## src/rtl/hba_regs_pkg.sv

```systemverilog
package hba_regs_pkg;

    localparam logic [7:0] H_CAP  = 8'h00;
    localparam logic [7:0] H_CTL  = 8'h04;
    localparam logic [7:0] H_SUM  = 8'h08;
    localparam logic [7:0] H_IMPL = 8'h0C;

    localparam logic [7:0] P_STAT = 8'h10;
    localparam logic [7:0] P_ENAB = 8'h14;
    localparam logic [7:0] P_CMD  = 8'h18;
    localparam logic [7:0] P_LSTS = 8'h28;
    localparam logic [7:0] P_LCTL = 8'h2C;
    localparam logic [7:0] P_LERR = 8'h30;
    localparam logic [7:0] P_ACT  = 8'h34;
    localparam logic [7:0] P_ISSU = 8'h38;

    localparam logic [31:0] ENAB_MASK = 32'hFDC0_00FF;
    localparam logic [31:0] LINK_UP   = 32'h0000_0113;
    localparam logic [31:0] CMD_INIT  = 32'h0000_0006;
    localparam logic [31:0] CTL_INIT  = 32'h8000_0000;

    localparam int CMD_ST  = 0;
    localparam int CMD_FRE = 4;
    localparam int CMD_FR  = 14;
    localparam int CMD_CR  = 15;
    localparam int CTL_HR  = 0;
    localparam int CTL_IE  = 1;

    typedef struct packed {
        logic        en;
        logic [7:0]  off;
        logic [31:0] data;
    } reg_wr_t;

    function automatic logic [31:0] cap_word(int unsigned nports, int unsigned nslots);
        logic [31:0] c;
        c        = '0;
        c[4:0]   = 5'(nports - 1);
        c[12:8]  = 5'(nslots - 1);
        c[23:20] = 4'd1;
        c[18]    = 1'b1;
        c[30]    = 1'b1;
        return c;
    endfunction

    function automatic logic [31:0] impl_mask(int unsigned nports);
        logic [31:0] m;
        m = '0;
        for (int i = 0; i < 32; i++) begin
            if (i < int'(nports)) m[i] = 1'b1;
        end
        return m;
    endfunction

    function automatic logic [31:0] cmd_view(logic [31:0] stored);
        logic [31:0] v;
        v         = stored;
        v[CMD_CR] = stored[CMD_ST];
        v[CMD_FR] = stored[CMD_FRE];
        return v;
    endfunction

endpackage

```

## src/rtl/hba_port_regs.sv

```systemverilog
module hba_port_regs
    import hba_regs_pkg::*;
(
    input  logic        clk,
    input  logic        rst,
    input  reg_wr_t     wr,
    input  logic [7:0]  rd_off,
    output logic [31:0] rd_data,
    input  logic [31:0] irq_set,
    input  logic [31:0] err_set,
    input  logic        dev_present,
    output logic        pending,
    output logic        start,
    output logic        fis_rx,
    output logic        rst_req
);

    logic [31:0] stat_q, enab_q, cmd_q, lctl_q, lerr_q, act_q, issu_q;
    logic        rst_req_q;

    logic w_stat, w_enab, w_cmd, w_lctl, w_lerr, w_act, w_issu;
    logic det_fall;

    assign w_stat = wr.en && (wr.off == P_STAT);
    assign w_enab = wr.en && (wr.off == P_ENAB);
    assign w_cmd  = wr.en && (wr.off == P_CMD);
    assign w_lctl = wr.en && (wr.off == P_LCTL);
    assign w_lerr = wr.en && (wr.off == P_LERR);
    assign w_act  = wr.en && (wr.off == P_ACT);
    assign w_issu = wr.en && (wr.off == P_ISSU);

    assign det_fall = w_lctl && (lctl_q[3:0] == 4'd1) && (wr.data[3:0] == 4'd0);

    always_ff @(posedge clk) begin
        if (rst) begin
            stat_q    <= '0;
            enab_q    <= '0;
            cmd_q     <= CMD_INIT;
            lctl_q    <= '0;
            lerr_q    <= '0;
            act_q     <= '0;
            issu_q    <= '0;
            rst_req_q <= 1'b0;
        end else begin
            stat_q <= (w_stat ? (stat_q & ~wr.data) : stat_q) | irq_set;
            if (w_enab) enab_q <= wr.data & ENAB_MASK;
            if (w_cmd) begin
                cmd_q         <= wr.data;
                cmd_q[CMD_CR] <= 1'b0;
                cmd_q[CMD_FR] <= 1'b0;
            end
            if (w_lctl) lctl_q <= wr.data;
            if (det_fall)    lerr_q <= '0;
            else             lerr_q <= (w_lerr ? (lerr_q & ~wr.data) : lerr_q) | err_set;
            if (det_fall)    act_q <= '0;
            else if (w_act)  act_q <= act_q | wr.data;
            if (w_issu) issu_q <= issu_q | wr.data;
            rst_req_q <= det_fall;
        end
    end

    always_comb begin
        case (rd_off)
            P_STAT:  rd_data = stat_q;
            P_ENAB:  rd_data = enab_q;
            P_CMD:   rd_data = cmd_view(cmd_q);
            P_LSTS:  rd_data = dev_present ? LINK_UP : 32'h0;
            P_LCTL:  rd_data = lctl_q;
            P_LERR:  rd_data = lerr_q;
            P_ACT:   rd_data = act_q;
            P_ISSU:  rd_data = issu_q;
            default: rd_data = 32'h0;
        endcase
    end

    assign pending = |(stat_q & enab_q);
    assign start   = cmd_q[CMD_ST];
    assign fis_rx  = cmd_q[CMD_FRE];
    assign rst_req = rst_req_q;

    AST_ENAB_MASKED: assert property (@(posedge clk) disable iff (rst)
        w_enab |=> (enab_q == ($past(wr.data) & ENAB_MASK)));

    AST_STAT_W1C: assert property (@(posedge clk) disable iff (rst)
        (w_stat && (irq_set == 32'h0)) |=> ((stat_q & $past(wr.data)) == 32'h0));

    AST_RST_REQ_ONE_CYCLE: assert property (@(posedge clk) disable iff (rst)
        rst_req |=> !rst_req);

    AST_ACT_ONLY_GROWS: assert property (@(posedge clk) disable iff (rst)
        !det_fall |=> ((act_q & $past(act_q)) == $past(act_q)));

endmodule

```

## src/rtl/hba_host_regs.sv

```systemverilog
module hba_host_regs
    import hba_regs_pkg::*;
#(
    parameter int NUM_PORTS = 4,
    parameter int NUM_SLOTS = 32
) (
    input  logic                 clk,
    input  logic                 rst,
    input  reg_wr_t              wr,
    input  logic [7:0]           rd_off,
    input  logic [NUM_PORTS-1:0] pend_vec,
    output logic [31:0]          rd_data,
    output logic                 soft_rst,
    output logic                 irq
);

    localparam logic [31:0] CAP_VAL  = cap_word(NUM_PORTS, NUM_SLOTS);
    localparam logic [31:0] IMPL_VAL = impl_mask(NUM_PORTS);

    logic [31:0] ctl_q;
    logic        w_ctl;
    logic        unused_ctl_bits;

    assign w_ctl           = wr.en && (wr.off == H_CTL);
    assign soft_rst        = w_ctl && wr.data[CTL_HR];
    assign unused_ctl_bits = ^wr.data[31:2];

    always_ff @(posedge clk) begin
        if (rst || soft_rst) begin
            ctl_q <= CTL_INIT;
        end else if (w_ctl) begin
            ctl_q <= CTL_INIT | {30'h0, wr.data[1:0]};
        end
    end

    always_comb begin
        case (rd_off)
            H_CAP:   rd_data = CAP_VAL;
            H_CTL:   rd_data = ctl_q;
            H_SUM:   rd_data = 32'(pend_vec);
            H_IMPL:  rd_data = IMPL_VAL;
            default: rd_data = 32'h0;
        endcase
    end

    assign irq = (|pend_vec) && ctl_q[CTL_IE];

    AST_CTL_WRITE: assert property (@(posedge clk) disable iff (rst)
        (w_ctl && !wr.data[CTL_HR]) |=> (ctl_q == (CTL_INIT | {30'h0, $past(wr.data[1:0])})));

    AST_SOFT_RESET: assert property (@(posedge clk) disable iff (rst)
        soft_rst |=> (ctl_q == CTL_INIT));

    AST_IRQ_GATED: assert property (@(posedge clk) disable iff (rst)
        irq |-> (ctl_q[CTL_IE] && (pend_vec != '0)));

endmodule

```

## src/rtl/hba_regs_top.sv

```systemverilog
module hba_regs_top
    import hba_regs_pkg::*;
#(
    parameter int NUM_PORTS = 4,
    parameter int NUM_SLOTS = 32,
    parameter int ADDR_W    = 12
) (
    input  logic                    clk,
    input  logic                    rst,
    input  logic [ADDR_W-1:0]       bus_addr,
    input  logic                    bus_we,
    input  logic [31:0]             bus_wdata,
    output logic [31:0]             bus_rdata,
    input  logic [NUM_PORTS*32-1:0] port_irq_set,
    input  logic [NUM_PORTS*32-1:0] port_err_set,
    input  logic [NUM_PORTS-1:0]    dev_present,
    output logic                    irq,
    output logic [NUM_PORTS-1:0]    port_rst_req,
    output logic [NUM_PORTS-1:0]    cmd_start,
    output logic [NUM_PORTS-1:0]    fis_rx_en
);

    localparam int                STRIDE_SH = 7;
    localparam int                IDX_W     = ADDR_W - STRIDE_SH;
    localparam logic [ADDR_W-1:0] PORT_BASE = ADDR_W'(256);

    logic              aligned, host_hit, port_hit, soft_rst, any_rst;
    logic [ADDR_W-1:0] rel;
    logic [IDX_W-1:0]  idx;
    logic [31:0]       host_rd;
    logic [31:0]       port_rd [NUM_PORTS];
    logic [NUM_PORTS-1:0] pend_vec;
    reg_wr_t           host_wr;

    assign aligned  = (bus_addr[1:0] == 2'b00);
    assign host_hit = (bus_addr < PORT_BASE);
    assign rel      = bus_addr - PORT_BASE;
    assign idx      = rel[ADDR_W-1:STRIDE_SH];
    assign port_hit = !host_hit && (idx < IDX_W'(NUM_PORTS));
    assign any_rst  = rst || soft_rst;

    assign host_wr = '{en: bus_we && aligned && host_hit, off: bus_addr[7:0], data: bus_wdata};

    hba_host_regs #(
        .NUM_PORTS(NUM_PORTS),
        .NUM_SLOTS(NUM_SLOTS)
    ) u_host (
        .clk      (clk),
        .rst      (rst),
        .wr       (host_wr),
        .rd_off   (bus_addr[7:0]),
        .pend_vec (pend_vec),
        .rd_data  (host_rd),
        .soft_rst (soft_rst),
        .irq      (irq)
    );

    for (genvar p = 0; p < NUM_PORTS; p++) begin : g_port
        reg_wr_t pw;
        assign pw = '{en:   bus_we && aligned && port_hit && (idx == IDX_W'(p)),
                      off:  {1'b0, rel[STRIDE_SH-1:0]},
                      data: bus_wdata};

        hba_port_regs u_port (
            .clk         (clk),
            .rst         (any_rst),
            .wr          (pw),
            .rd_off      ({1'b0, rel[STRIDE_SH-1:0]}),
            .rd_data     (port_rd[p]),
            .irq_set     (port_irq_set[p*32 +: 32]),
            .err_set     (port_err_set[p*32 +: 32]),
            .dev_present (dev_present[p]),
            .pending     (pend_vec[p]),
            .start       (cmd_start[p]),
            .fis_rx      (fis_rx_en[p]),
            .rst_req     (port_rst_req[p])
        );
    end

    always_comb begin
        bus_rdata = 32'h0;
        if (host_hit) bus_rdata = host_rd;
        for (int p = 0; p < NUM_PORTS; p++) begin
            if (port_hit && (idx == IDX_W'(p))) bus_rdata = port_rd[p];
        end
    end

    AST_MISALIGNED_NO_RESET: assert property (@(posedge clk) disable iff (rst)
        (bus_we && !aligned) |=> (port_rst_req == '0));

endmodule

```

## config.mk

```make
export PLATFORM = sky130hd
export DESIGN_NAME = hba_regs_top
export DESIGN_NICKNAME = d
export VERILOG_FILES = /design/src/rtl/hba_regs_pkg.sv /design/src/rtl/hba_port_regs.sv /design/src/rtl/hba_host_regs.sv /design/src/rtl/hba_regs_top.sv
export SDC_FILE = /design/constraint.sdc
export NUM_CORES = 2
export LEC_CHECK = 0
export BUFFER_PORTS_ARGS = -buffer_cell sky130_fd_sc_hd__buf_2
export CORE_ASPECT_RATIO = 0.75
export CORE_UTILIZATION = 43
export CTS_CLUSTER_SIZE = 8
export DETAILED_ROUTE_END_ITERATION = 8
export SLEW_MARGIN = 15
export SYNTH_ARGS = -nofsm -noshare
export SYNTH_HDL_FRONTEND = slang
export SYNTH_SLANG_ARGS = --single-unit
```

## constraint.sdc

```tcl
create_clock -name clk -period 2.2 [get_ports clk]
set_input_delay 0.22 -clock clk [delete_from_list [all_inputs] [get_ports clk]]
set_output_delay 0.22 -clock clk [all_outputs]
set_load 0.02 [all_outputs]
```

### Word level (Yosys, flattened, before mapping)

Cells that the tools add are included.

| word-level totals | value |
|---|---|
| RAM bits | 0 |
| memories | 0 |
| input port bits | 307 |
| bits in registers | 834 |
| latch bits | 0 |
| memory bits (read-only) | 0 |
| output and inout port bits | 45 |

| cells by class | value |
|---|---|
| add/sub/neg operators | 1 |
| equality and inequality tests | 18 |
| shifts and indexed selects | 0 |
| $mul | 0 |
| order comparisons | 2 |
| divide/modulo/power cells | 0 |
| reductions and logical operators | 66 |
| bitwise logic cells | 29 |
| muxes and demuxes | 22 |

Operators with widths:

| cell | number |
|---|---|
| 32-bit one-hot mux with 8 select lines | 4 |
| 32-bit bitwise OR | 16 |
| 32-bit two-way mux | 13 |
| 32-bit bitwise AND | 12 |
| 32-bit one-hot mux with 4 select lines | 1 |
| 128-bit OR reduction | 1 |
| 32-bit OR reduction | 4 |
| 1-bit logical AND | 51 |
| 9-bit two-way mux | 4 |
| 7-bit by 6-bit equality test with 1-bit output (second input constant) | 5 |
| 32-bit NOT | 1 |
| 7-bit by 5-bit equality test with 1-bit output (second input constant) | 3 |
| 4-bit by 1-bit equality test with 1-bit output (second input constant) | 4 |
| 8-bit by 4-bit equality test with 1-bit output (second input constant) | 2 |
| 12-bit by 9-bit less-than comparator with 1-bit output (second input constant) | 1 |
| 12-bit by 9-bit subtractor with 12-bit output (second input constant) | 1 |
| 5-bit by 2-bit equality test with 1-bit output (second input constant) | 2 |
| 8-bit by 3-bit equality test with 1-bit output (second input constant) | 1 |
| 8-bit zero test | 1 |
| 2-bit OR reduction | 4 |
| 5-bit by 1-bit equality test with 1-bit output (second input constant) | 1 |
| 5-bit zero test | 1 |
| 5-bit by 3-bit less-than comparator with 1-bit output (second input constant) | 1 |
| 4-bit zero test | 1 |
| other kinds (3) | 3 |

### Depth between registers and ports, before layout

| depth | value |
|---|---|
| word-level depth | 9 |
| gate-level depth with buffers | 12 |
| depth with buffers taken out | 8 |

### Modules after synthesis

Synthesis repeated with hierarchy kept, for this count alone.

| second synthesis, totals | value |
|---|---|
| cell total of the unflattened synthesis | 4665 |
| area total of the unflattened synthesis | 38624.5 um2 |

Modules (own cells, without submodules):

| module | area an instance (um2) | instances | cells each |
|---|---|---|---|
| hba_port_regs | 9168.8 | 4 | 1095 |
| hba_regs_top | 1541.5 | 1 | 234 |
| hba_host_regs | 407.9 | 1 | 51 |

### Worst setup path after synthesis

OpenSTA, ideal clock, no wires.

| path | value |
|---|---|
| path type | input to output |
| start point | input port bus_addr[2] |
| end point | output port bus_rdata[5] |
| arrival time | 2.786 ns |
| buffers on the path | 3 |
| setup slack | -0.806 ns |
| stages on the path | 9 |
| cell sequence | buf_2 nor4b_1 and2_1 buf_4 buf_2 a32oi_1 o211ai_1 o21ai_0 a2111oi_0 |

| between the ends | value |
|---|---|
| longest elaborated chain between the ends | 8 |
| elaborated cells on any way between the ends | 30 |

Ends and longest elaborated chain:

| what | line | source |
|---|---|---|
| from (decl) | hba_regs_top.sv:10 | `input logic [ADDR_W-1:0] bus_addr,` |
| 12-bit by 9-bit subtractor with 12-bit output / 12-bit by 9-bit less-than comparator with 1-bit output (equally long branches) | hba_regs_top.sv:37, hba_regs_top.sv:36 |  |
| 5-bit by 3-bit less-than comparator with 1-bit output / 1-bit zero test (equally long branches) | hba_regs_top.sv:39 | `assign port_hit = !host_hit && (idx < IDX_W'(NUM_PORTS));` |
| 1-bit logical AND | hba_regs_top.sv:39 |  |
| 1-bit logical AND | hba_regs_top.sv:84 | `if (port_hit && (idx == IDX_W'(p))) bus_rdata = port_rd[p];` |
| 32-bit two-way mux (3 in a row) | hba_regs_top.sv:84 |  |
| 32-bit two-way mux (*) | hba_regs_top.sv:84 |  |
| to (decl) | hba_regs_top.sv:13 | `output logic [31:0] bus_rdata,` |

Mark *: on every way between the ends. The rest lies on a longest branch, timed or not.

### Worst setup path after layout

| path | value |
|---|---|
| start point | register g_port[1].u_port.stat_q[22] |
| end point | output port bus_rdata[1] |

| between the ends | value |
|---|---|
| longest elaborated chain between the ends | 8 |

Ends and longest elaborated chain:

| what | line | source |
|---|---|---|
| from (decl) | hba_port_regs.sv:18 | `logic [31:0] stat_q, enab_q, cmd_q, lctl_q, lerr_q, act_q, issu_q;` |
| from (signal assigned) | hba_port_regs.sv:45 | `stat_q <= (w_stat ? (stat_q & ~wr.data) : stat_q) \| irq_set;` |
| 32-bit bitwise AND | hba_port_regs.sv:76 | `assign pending = \|(stat_q & enab_q);` |
| 32-bit OR reduction | hba_port_regs.sv:76 |  |
| 32-bit one-hot mux with 4 select lines | hba_host_regs.sv:37 | `case (rd_off)` |
| 32-bit two-way mux | hba_regs_top.sv:82 | `if (host_hit) bus_rdata = host_rd;` |
| 32-bit two-way mux (4 in a row) | hba_regs_top.sv:84 |  |

Every way passes these cells.

==> flow_summary.ini <==
[clocking]
clkTransAtPathRegs_ns = 0.05
h-tree-depth = 3
cts_made_buffers = 114
cts_buffer_depth = 3
clock_latency_ns = 0.72
cts.sinks = 834
cts_root_buf = clkbuf_16
cts_tree = done

[routing]
vias_per_cell = 6.25
drt-pass1-iter-count = 8
detail_route.wl_per_cell_um = 27.5
ant_nets = 0
drc = 0
via_count = 38500
drt-total-wl_um = 169000
drt_iter0_markers = 5422

[placed_design]
gp_congestion = 1.00
dp.cells = 5691
dp_hpwl_um = 116000
portBuffers = 351

[floorplan]
die_width_um = 333
ios = 352
initial_core_util = 0.437
die_area_um2 = 83500
coreArea_um2 = 81000
die_y_um = 250
fp-row-count = 90

[pwr]
ir_drop_v = 0.000583
swShare = 0.255
p_leak_uw = 0.0201
seqPwrFrac = 0.451
powerDensity_nw_per_um2 = 698
intPower_uw = 26100
p_sw_uw = 8920
p_comb_frac = 0.100
pwr-share-clk = 0.449
total_power_uw = 35000

[critical_path]
end_kind = output pin
crit_path_max_incr_delay_ns = 0.38
crit_family = compound AO/OA/AOI/OAI gates
crit_type = reg2out
cp.buffers_inverters = 1
required_ns = 1.98
crit_path_start_kind = register
worstPathCellList = a22o_1 -> a221oi_4 -> and3_4 -> nand3_4 -> o221a_4 -> or3_4 -> buf_6
arrival_ns = 2.78
rr_worst_depth = 5
rr_endpoint = g_port[2].u_port.act_q[20]
r2r_slack_ns = 0.47
critPathSlowestCell = dfxtp_4
cp_max_fo = 2
r2r_start = g_port[2].u_port.lctl_q[2]

[grt]
grt_pass1_wl_um = 242000
grt_usage = 0.391
gr-usage-met2 = 0.574
met1_usage = 0.546
grt_use_met3 = 0.103
grt_pass1_vias = 36300
antenna_found_initial = 5
top_usage_layer = met2
grt_max_degree = 44
overflow = 0

[timing]
setup_viol = 33
maxSlewViolCount = 0
rsz0062_at_grt = yes
fmax_mhz = 333
fin_skew_ns = 0.0413
timing.final.ws_setup_ns = -0.803
min_period_ns = 3.00
post-route-period-util = 1.37
setup_tns_ns = -14.22
tightest_slew_ns = 0.763
slew_headroom = 0.487
hold_viol = 0

[min_path]
min_from = bus_wdata[24]
min_to = g_port[0].u_port.act_q[24]
whs_path_depth = 3
hp-class = in2reg

[layout]
layout_commonest_cell = dfxtp_1
drive_above_1_share = 0.269
final_cell_mix = dfxtp_1, o21ai_0, nand3_1
multi_input_area_um2 = 17400
layout.nets = 5400
nFillCells = 6783
fin_cells = 6160
syn_to_final_growth_pct = 41.8
regArea_um2 = 16800

[run_status]
status = finished, violations left
violations = negative setup slack

[yosys]
ys_types = 69
synth_edf_count = 0
synth_area_um2 = 35400
synth_nets = 4465
ys_seq_area_frac = 0.472
yosysWarningCount = 0
syn_area_per_cell_um2 = 8.51
synth_cells = 4157
synth-seq-cells = 834
async_flop_share = 0
yosys_most_used_dff = dfxtp_1

[flow_run]
max-cap-violations = 0
worst min-delay path: stages:
cell,delay [ns]
buf_2,0.23
a31oi_1,0.18
nor2_1,0.04
layer usage:
metal  vias to the layer above  share of wire
met4                         2          0.043
met2                      2647           0.42
met3                       444           0.13
met1                     18500           0.40
met5                         -       0.000077
li1                      16900              -
worst max-delay path by stage:
stage / endpoint / depth (start not counted) / from
6_report: bus_rdata[1] / 7 / g_port[1].u_port.stat_q[22]
5_1_grt: bus_rdata[0] / 8 / g_port[0].u_port.stat_q[3]
4_1_cts: bus_rdata[1] / 7 / g_port[1].u_port.enab_q[22]
3_5_place_dp: g_port[2].u_port.stat_q[8] / 11 / bus_addr[8]
3_3_place_gp: bus_rdata[2] / 11 / bus_addr[1]
2_1_floorplan: bus_rdata[7] / 9 / bus_addr[6]
power groups by stage:
stage,clock [µW],combinational (µW),sequential (µW)
6_report,15700,3480,15800
3_5_place_dp,0,2850,16100
3_3_place_gp,0,2840,16100
5_1_grt,16400,3630,15800
4_1_cts,15700,3330,15800
2_1_floorplan,0,1320,15900
synthesized netlist by cell type, types with 6 or more instances:
library cell  count  share of area
a222oi_1         11         0.0031
a221o_1          20         0.0057
mux2i_1         171          0.048
a21oi_1         307          0.043
dfxtp_1         834           0.47
and3_1           10         0.0018
a31oi_1         278          0.049
a21o_1            6         0.0013
nand4_1           7         0.0012
o2111ai_1         8         0.0020
nor4b_1           6         0.0015
inv_1           165          0.017
mux4_2           40          0.025
buf_2            89          0.013
o221ai_1          8         0.0020
o21a_1           10         0.0021
a22o_1           31         0.0077
o21ai_0         469          0.066
nor3_1           13         0.0018
o211ai_1          8         0.0017
buf_4            28         0.0059
o22ai_1          64          0.011
nor2_1          455          0.048
nor2b_1          13         0.0023
a22oi_1          44         0.0093
clkbuf_1        239          0.025
a221oi_1         62          0.015
nand3_1         458          0.065
mux2_2           17         0.0054
nand2_1         127          0.013
o2bb2ai_1         7         0.0017
and2_1            9         0.0016
buf_1            58         0.0062
area by class of cell:
class | instances | area share
Antenna cell | 3 | 0.000150
Clock inverter | 8 | 0.00259
Sequential cell | 834 | 0.335
Tap cell | 1058 | 0.0264
Multi-Input combinational cell | 2736 | 0.346
Timing Repair Buffer | 1239 | 0.220
Inverter | 167 | 0.0126
Clock buffer | 115 | 0.0569
registers in the layout (all words and copies together) (netlist names):
| name | cells |
|---|---|
| g_port.u_port.lerr_q | 128 |
| g_port.u_port.rst_req | 4 |
| g_port.u_port.enab_q | 68 |
| g_port.u_port.issu_q | 128 |
| g_port.u_port.act_q | 128 |
| g_port.u_port.lctl_q | 128 |
| g_port.u_port.stat_q | 128 |
| u_host.ctl_q | 2 |
| g_port.u_port.cmd_q | 120 |
cell families (layout without fill, tap and decap cells):
family,Yosys count,in the layout,share of synthesized area
AO/OA/AOI/OAI,1375,1375,0.234
AND/OR/NAND/NOR,1131,1132,0.146
flip-flops,834,834,0.472
buffers and inverters,588,1529,0.0693
multiplexers,228,228,0.0792
adder cells (fa/ha/maj),1,1,0.000353
other,0,3,0
metrics by stage:
stage               setup WS, ns   util  hold slack [ns]  cell area [µm²]
floorplan                 -0.267      -            0.296            35800
global placement          -0.612  0.525            0.425            42500
detailed placement        -0.656  0.525            0.432            42500
CTS                       -0.807  0.613          0.00312            49600
global route              -0.912  0.620           0.0130            50200
finish                    -0.803  0.620           0.0323            50200
repair_timing:
item | in CTS | in global routing
hold buffers | 288 | 0
endpoints found under the setup margin | 33 | 45
hold endpoints to repair | 432 | 0
pin swaps | 96 | 83
cloned | 5 | 2
gates resized for setup | 245 | 104
buffers inserted | 35 | 21
Power figures use the tool's default switching activity.
